==> config.mk <==
export PLATFORM = sky130hd
export DESIGN_NAME = pll_ctrl_regs
export DESIGN_NICKNAME = d
export VERILOG_FILES = /design/src/rtl/pll_regs_pkg.sv /design/src/rtl/pll_cfg_regfile.sv /design/src/rtl/pll_dpll_lock.sv /design/src/rtl/pll_status_mux.sv /design/src/rtl/pll_ctrl_regs.sv
export SDC_FILE = /design/constraint.sdc
export NUM_CORES = 1
export LEC_CHECK = 0
export BUFFER_PORTS_ARGS = -buffer_cell sky130_fd_sc_hd__buf_2
export CORE_MARGIN = 5
export CORE_UTILIZATION = 52
export CTS_BUF_LIST = sky130_fd_sc_hd__clkbuf_4 sky130_fd_sc_hd__clkbuf_8
export DETAILED_ROUTE_END_ITERATION = 8
export GPL_TIMING_DRIVEN = 0
export MAX_ROUTING_LAYER = met4
export PLACE_DENSITY = 0.83
export SLEW_MARGIN = 30
export SYNTH_ARGS = -nofsm -noshare
export SYNTH_HDL_FRONTEND = slang
export SYNTH_SLANG_ARGS = --single-unit
export TNS_END_PERCENT = 20
==> constraint.sdc <==
create_clock -name clk -period 2.5 [get_ports clk]
set_input_delay 0.5 -clock clk [delete_from_list [all_inputs] [get_ports clk]]
set_output_delay 0.5 -clock clk [all_outputs]
set_load 0.005 [all_outputs]
==> src/rtl/pll_regs_pkg.sv <==
package pll_regs_pkg;

  localparam int DATA_W = 32;

  localparam logic [11:0] OFF_MODE   = 12'h500;
  localparam logic [11:0] OFF_STATUS = 12'h520;
  localparam logic [11:0] OFF_SYNTH  = 12'h540;
  localparam logic [11:0] OFF_SRC    = 12'h544;

  localparam logic [31:0] MODE_KEEP  = 32'h0000_00CF;
  localparam logic [31:0] MODE_RSVD  = 32'hFFFF_FF30;
  localparam logic [31:0] SYNTH_KEEP = 32'h03BF_FF28;
  localparam logic [31:0] SYNTH_RSVD = 32'hFC40_00D7;
  localparam logic [31:0] SYNTH_DPLL = 32'h003F_FF00;
  localparam logic [31:0] SRC_KEEP   = 32'h0000_0003;

  localparam int MULT_LSB = 12;
  localparam int MULT_W   = 10;
  localparam int DIV_LSB  = 8;
  localparam int DIV_W    = 4;

  localparam logic [31:0] STATUS_BASE = 32'h0000_0070;

  typedef enum logic [1:0] {
    DM_ILLEGAL = 2'd0,
    DM_LP_BYP  = 2'd1,
    DM_FR_BYP  = 2'd2,
    DM_LOCK    = 2'd3
  } dpll_mode_e;

  typedef enum logic [1:0] {
    SRC_SLOW   = 2'd0,
    SRC_DPLL   = 2'd1,
    SRC_DPLLX2 = 2'd2,
    SRC_BAD    = 2'd3
  } core_src_e;

endpackage

==> src/rtl/pll_cfg_regfile.sv <==
module pll_cfg_regfile
  import pll_regs_pkg::*;
#(
  parameter int ADDR_W = 12
) (
  input  logic                clk,
  input  logic                rst_n,
  input  logic [ADDR_W-1:0]   bus_addr,
  input  logic                bus_we,
  input  logic [DATA_W-1:0]   bus_wdata,
  output logic [DATA_W-1:0]   mode_q,
  output logic [DATA_W-1:0]   synth_q,
  output logic [1:0]          src_q,
  output logic                rsvd_err_q,
  output logic                dpll_restart
);

  logic            hit_mode, hit_synth, hit_src;
  logic            mode_en, synth_en, src_en;
  logic [DATA_W-1:0] mode_d, synth_d;
  logic [1:0]      src_d;
  logic            rsvd_err_d;

  always_comb begin
    hit_mode  = bus_we && (bus_addr == ADDR_W'(OFF_MODE));
    hit_synth = bus_we && (bus_addr == ADDR_W'(OFF_SYNTH));
    hit_src   = bus_we && (bus_addr == ADDR_W'(OFF_SRC));

    mode_d  = bus_wdata & MODE_KEEP;
    synth_d = bus_wdata & SYNTH_KEEP;
    src_d   = bus_wdata[1:0];

    mode_en  = hit_mode  && (mode_d  != mode_q);
    synth_en = hit_synth && (synth_d != synth_q);
    src_en   = hit_src   && (src_d   != src_q);

    dpll_restart = (hit_mode  && (mode_q[1:0] != bus_wdata[1:0])) ||
                   (hit_synth && (((synth_q ^ bus_wdata) & SYNTH_DPLL) != '0));

    rsvd_err_d = (hit_mode  && ((bus_wdata & MODE_RSVD)  != '0)) ||
                 (hit_synth && ((bus_wdata & SYNTH_RSVD) != '0)) ||
                 (hit_src   && ((bus_wdata & ~SRC_KEEP)  != '0));
  end

  always_ff @(posedge clk or negedge rst_n) begin
    if (!rst_n) begin
      mode_q     <= '0;
      synth_q    <= '0;
      src_q      <= SRC_DPLLX2;
      rsvd_err_q <= 1'b0;
    end else begin
      if (mode_en)  mode_q  <= mode_d;
      if (synth_en) synth_q <= synth_d;
      if (src_en)   src_q   <= src_d;
      rsvd_err_q <= rsvd_err_d;
    end
  end

endmodule

==> src/rtl/pll_dpll_lock.sv <==
module pll_dpll_lock
  import pll_regs_pkg::*;
#(
  parameter int M_W        = 10,
  parameter int D_W        = 4,
  parameter int LOCK_TICKS = 20
) (
  input  logic           clk,
  input  logic           rst_n,
  input  logic           restart,
  input  logic [1:0]     mode_field,
  input  logic [M_W-1:0] mult,
  input  logic [D_W-1:0] div,
  output logic           lock_mode,
  output logic           bypass,
  output logic           mode_err,
  output logic           locked
);

  localparam int CNT_W = $clog2(LOCK_TICKS + 1);
  localparam logic [CNT_W-1:0] CNT_DONE = CNT_W'(LOCK_TICKS);

  dpll_mode_e     eff_mode;
  logic [D_W-1:0] presc_q, presc_d;
  logic [CNT_W-1:0] tick_cnt_q, tick_cnt_d;
  logic           cnt_en;
  logic           tick;

  always_comb begin
    if (mult < M_W'(2)) eff_mode = DM_LP_BYP;
    else                eff_mode = dpll_mode_e'(mode_field);
    lock_mode = (eff_mode == DM_LOCK);
    bypass    = !lock_mode;
    mode_err  = (eff_mode == DM_ILLEGAL);
  end

  always_comb begin
    tick       = (presc_q == div);
    cnt_en     = restart || (lock_mode && (tick_cnt_q != CNT_DONE));
    presc_d    = presc_q;
    tick_cnt_d = tick_cnt_q;
    if (restart) begin
      presc_d    = '0;
      tick_cnt_d = '0;
    end else if (tick) begin
      presc_d    = '0;
      tick_cnt_d = tick_cnt_q + CNT_W'(1);
    end else begin
      presc_d    = presc_q + D_W'(1);
    end
  end

  always_ff @(posedge clk or negedge rst_n) begin
    if (!rst_n) begin
      presc_q    <= '0;
      tick_cnt_q <= '0;
    end else if (cnt_en) begin
      presc_q    <= presc_d;
      tick_cnt_q <= tick_cnt_d;
    end
  end

  assign locked = lock_mode && (tick_cnt_q == CNT_DONE);

endmodule

==> src/rtl/pll_status_mux.sv <==
module pll_status_mux
  import pll_regs_pkg::*;
#(
  parameter int ADDR_W   = 12,
  parameter int NUM_APLL = 2
) (
  input  logic [ADDR_W-1:0]   bus_addr,
  input  logic [DATA_W-1:0]   mode_q,
  input  logic [DATA_W-1:0]   synth_q,
  input  logic [1:0]          src_q,
  input  logic [NUM_APLL-1:0] apll_locked,
  input  logic                dpll_locked,
  output logic [DATA_W-1:0]   bus_rdata
);

  logic [DATA_W-1:0] status_word;
  logic [1:0]        core_code;

  always_comb begin
    if (src_q == SRC_SLOW)  core_code = 2'd3;
    else if (!dpll_locked)  core_code = 2'd1;
    else                    core_code = 2'd2;
    status_word = STATUS_BASE;
    status_word[9]   = apll_locked[0];
    status_word[8]   = apll_locked[NUM_APLL-1];
    status_word[1:0] = core_code;
  end

  always_comb begin
    unique case (bus_addr)
      ADDR_W'(OFF_MODE):   bus_rdata = mode_q;
      ADDR_W'(OFF_STATUS): bus_rdata = status_word;
      ADDR_W'(OFF_SYNTH):  bus_rdata = synth_q;
      ADDR_W'(OFF_SRC):    bus_rdata = {{(DATA_W-2){1'b0}}, src_q};
      default:             bus_rdata = '0;
    endcase
  end

endmodule

==> src/rtl/pll_ctrl_regs.sv <==
module pll_ctrl_regs
  import pll_regs_pkg::*;
#(
  parameter int ADDR_W     = 12,
  parameter int LOCK_TICKS = 20
) (
  input  logic              clk,
  input  logic              rst_n,
  input  logic [ADDR_W-1:0] bus_addr,
  input  logic              bus_we,
  input  logic [31:0]       bus_wdata,
  output logic [31:0]       bus_rdata,
  output logic [1:0]        core_sel,
  output logic              dpll_locked,
  output logic              dpll_bypass,
  output logic [1:0]        apll_locked,
  output logic              cfg_err,
  output logic              err_rsvd
);

  localparam int NUM_APLL = 2;

  logic [DATA_W-1:0]   mode_q, synth_q;
  logic [1:0]          src_q;
  logic                dpll_restart;
  logic                lock_mode, dpll_mode_err;
  logic [NUM_APLL-1:0] apll_bad;

  pll_cfg_regfile #(.ADDR_W(ADDR_W)) u_regs (
    .clk          (clk),
    .rst_n        (rst_n),
    .bus_addr     (bus_addr),
    .bus_we       (bus_we),
    .bus_wdata    (bus_wdata),
    .mode_q       (mode_q),
    .synth_q      (synth_q),
    .src_q        (src_q),
    .rsvd_err_q   (err_rsvd),
    .dpll_restart (dpll_restart)
  );

  pll_dpll_lock #(
    .M_W        (MULT_W),
    .D_W        (DIV_W),
    .LOCK_TICKS (LOCK_TICKS)
  ) u_lock (
    .clk        (clk),
    .rst_n      (rst_n),
    .restart    (dpll_restart),
    .mode_field (mode_q[1:0]),
    .mult       (synth_q[MULT_LSB +: MULT_W]),
    .div        (synth_q[DIV_LSB +: DIV_W]),
    .lock_mode  (lock_mode),
    .bypass     (dpll_bypass),
    .mode_err   (dpll_mode_err),
    .locked     (dpll_locked)
  );

  // first analog PLL mode sits at bits 7:6, second at bits 3:2
  for (genvar gi = 0; gi < NUM_APLL; gi++) begin : g_apll
    localparam int LSB = 6 - 4 * gi;
    logic [1:0] fld;
    assign fld            = mode_q[LSB +: 2];
    assign apll_locked[gi] = (fld == 2'd3);
    assign apll_bad[gi]    = (fld == 2'd1) || (fld == 2'd2);
  end

  pll_status_mux #(.ADDR_W(ADDR_W), .NUM_APLL(NUM_APLL)) u_stat (
    .bus_addr    (bus_addr),
    .mode_q      (mode_q),
    .synth_q     (synth_q),
    .src_q       (src_q),
    .apll_locked (apll_locked),
    .dpll_locked (dpll_locked),
    .bus_rdata   (bus_rdata)
  );

  assign core_sel = src_q;
  assign cfg_err  = (|apll_bad) || dpll_mode_err || (src_q == SRC_BAD);

endmodule

==> summary.txt <==
Worst setup path
  – Worst path slowest cell: or4_4
  – CP endpoint kind: primary output
  – Critical path startpoint category: primary input
  – Crit-path max FO: 7
  – Count of buffer and inverter cells on the critical path: 3
  – CP peak stage delay: about 550 ps
  – Worst Setup SP: bus_addr[3]
  – Worst Reg-to-Reg Cells: 6
  – Crit path cell chain: buf_6 > or4_4 > or3b_4 > nor3b_4 > buf_6 > a22o_1 > buf_2
  – Levels on crit path: 7
  – R2r endpoint: u_regs.synth_q[15]
  – CP Data Arrival Time: 2140 ps
  – R2R setup slack: 210 ps
  – Top delay family on crit path: simple AND/OR/NAND/NOR gates
  – Critical Path RT: ~2000 ps
  – R2R Path Start: u_regs.synth_q[13]
  – Crit path top cell by count: buf_6
  – Critical path type: in -> out
  – CP endpoint: bus_rdata[8]

Clocking
  – CTS clock-pin slew for the worst setup and hold paths: 70 ps
  – Clock sink total: 37
  – Clk Latency, worst-skew pair: 290 ps
  – CTS Buf Count: 5
  – Number of H-tree levels: 2
  – CTS tree: yes
  – Clock Path Buffers: 2
  – Post-CTS Hold Buffers: 0
  – Clk root buf: clkbuf_8

Placement
  – DP Worst Slack: -364 ps
  – Placer Congestion: roughly 0.86
  – I/O Buffers: 79
  – Post-detail-place hpwl: about 4400 um
  – Placed Cells incl. Taps: 359

Global route
  – Total GRT Usage: between 20% and 30%
  – Met1 Use GR: about a quarter
  – Largest net degree at the start of global routing: 38
  – GR peak layer: met2
  – Met2 Use GR: 34.1%
  – Overflow after GRT: 0
  – Vias in the first global route: between 2000 and 2500
  – First-pass GRT wire length: 9770 um
  – Initial antenna violation count: 0
  – Met3 Usage GRT: 4.81%

Timing
  – Tmin final: 2640 ps
  – Endpoints failing setup: 7
  – Hold Fails Final Rpt: 0
  – Worst slew pin tran: 843 ps
  – RSZ-0062 raised after global routing: yes
  – Pins Over Slew Limit: 0
  – Fin crit share: 106%
  – Sum of negative setup slack: -815 ps
  – Setup WS post-layout: -139 ps
  – Slew HR: 43.8%
  – Clock skew: ~4.7 ps
  – FMAX: around 380 MHz

Final layout
  – N_diodes: 0
  – P&R area growth vs syn: 27.6%
  – Post-route insts no fill: 370
  – Share of cells above drive strength 1: 45.9%
  – NumNets Final: 369

Drt
  – DRC Markers: 0
  – WL final: 5800 um
  – First-pass DRT Iterations: 4
  – Remaining antenna violation count: 0
  – 1st-iter DRT viols: 120
  – Via Count: around 2000
  – Vias/cell: between 5 and 6
  – Routed WL per cell: 15.7 um

Worst hold path
  – Worst Hold Class: in -> async

Power and ir drop
  – Clock network power share: 36.8%
  – Sequential Power Share: approximately 53%
  – Power share of the combinational group: 10.3%
  – Int Power: 0.863 mW
  – Peak supply drop: 321 uV
  – Switching part of the total: 24.8%
  – Power Dens Cells: 372 nW/um2
  – Leak pwr: 1.63 nW
  – Pwr Total: approximately 1.1 mW
  – Switch Pwr: 0.284 mW

Synthesis
  – Unique cell type count in the Yosys netlist: 53
  – Synthesized area per cell: 10.9 um2
  – Top FF cell, synth: dfrtp_1
  – Mapped Cells: between 200 and 250
  – Yosys Warn Count: 0
  – FFs w/ async S/R, synth: 100%
  – Post-synth EDFFs: 0
  – Sequential area share after synthesis: 38.4%
  – FF+latch count, synth: 37
  – Mapped Area: 2420 um2

Floorplan
  – Die span in x: between 70 and 80 um
  – FP Rows: 24
  – # IOs: 87
  – Initial Util: a little over half
  – Die area: slightly above 6000 um2
  – Placeable Area: approximately 4400 um2
  – Die H: ~78 um

Status
  – Failing checks: setup timing
  – Outcome: complete, but fails checks

Flow run
  – Number of max-cap violations: 0
-- sequential cells by signal, indices dropped and copies added, names as in the netlist --
register / flops
u_regs.rsvd_err_q: 1
u_regs.synth_q: 19
u_regs.src_q: 2
u_lock.tick_cnt_q: 5
u_lock.presc_q: 4
u_regs.mode_q: 6
-- synthesized netlist by cell type (all sizes together) (3+ instances only) --
library cell / n / share of area [%]
and2: 19 / 5.0
nand4: 3 / 0.78
nor3: 3 / 0.83
nor2: 10 / 1.6
a22o: 4 / 1.4
xnor2: 6 / 2.2
nand3: 6 / 1.2
ha: 5 / 2.6
a21oi: 4 / 0.83
o21ai: 5 / 1.0
and3: 3 / 0.78
nand2: 7 / 1.2
xor2: 21 / 7.6
nor4: 12 / 4.1
inv: 4 / 0.62
mux2: 28 / 15
dfrtp: 36 / 37
a21o: 4 / 1.2
buf: 10 / 3.4
or3: 3 / 0.78
-- cells by family (layout without fill, tap and decap cells) --
kind of cell / after synthesis / in the layout / share of synthesized area, %
adders and majority gates: 5 / 5 / 2.59
other: 1 / 7 / 0.155
buffers and inverters: 16 / 106 / 4.35
xor gates and xnor gates: 27 / 27 / 9.79
and+or+nand+nor: 79 / 79 / 20.8
muxes: 29 / 29 / 15.0
AOI/OAI and AO/OA: 28 / 28 / 8.91
DFF: 37 / 37 / 38.4
-- final cells by class --
cell class / instances / area [um2]
Clock buffer: 6 / 76.3
Timing Repair Buffer: 82 / 437
Multi-Input combinational cell: 175 / 1440
Fill cell: 351 / 1360
Clock inverter: 2 / 10.0
Tap cell: 52 / 65.1
Inverter: 4 / 15.0
Sequential cell: 37 / 927
Buffer: 12 / 111
-- stage by stage --
stage	cell area (um2)	util [%]	hold slack, ps
6_report	3080	69.3	306
5_1_grt	3080	69.3	373
4_1_cts	3060	68.9	332
3_5_place_dp	2900	65.2	526
3_3_place_gp	2900	65.2	527
2_1_floorplan	2440	-	204
-- power groups by stage --
stage / Sequential (mW) / Clock, mW / Combinational [mW]
final: 0.607 / 0.422 / 0.119
after global placement: 0.618 / 0 / 0.112
after global routing: 0.607 / 0.456 / 0.133
after detailed placement: 0.618 / 0 / 0.114
after floorplan: 0.617 / 0 / 0.0442
after CTS: 0.606 / 0.425 / 0.118
-- per-layer routing --
layer	up-vias	part of all wire [%]
li1	987	-
met1	941	43
met2	71	49
met3	11	6.8
met4	0	1.9
met5	-	0
-- worst register-to-register path: stages, from the launching register on --
cell     delay (ps)
dfrtp_1         430
xor2_1          180
nor4_2          300
nand4_1         210
o41a_4          590
buf_12          170
mux2_4          290
-- worst min-delay path by stage --
stage / slack (ps) / end / from / cells past startpoint
global route: 370 / u_regs.synth_q[23] / rst_n / 1
detailed placement: 530 / u_regs.mode_q[7] / u_regs.mode_q[7] / 1
global placement: 530 / u_regs.synth_q[25] / u_regs.synth_q[25] / 1
floorplan: 200 / u_lock.presc_q[0] / rst_n / 0
finish: 310 / u_regs.synth_q[23] / rst_n / 1
CTS: 330 / u_regs.synth_q[23] / rst_n / 1
-- layout by cell type, fill, tap and decap left out, types with 3 or more instances in the layout --
master    instances
nand4_1           3
clkbuf_8          5
nor4_2            4
o21ai_0           4
a21oi_1           4
conb_1            7
and2_1           18
or3_1             3
inv_1             4
ha_1              5
xor2_1           21
buf_2            77
nor2_1           10
a22o_1            4
nand2_1           6
dfrtp_1          36
mux2_4           10
buf_6             4
xnor2_1           6
nor4_1            8
a21o_1            4
buf_4            11
nand3_1           6
mux2_2           18
-- repair_timing --
item | in CTS | in global routing
gates resized for setup | 14 | 8
pin swaps | 2 | 2
endpoints found under the setup margin | 25 | 25
setup buffers | 3 | 0
Note: power is estimated with default switching activity, not from simulation.
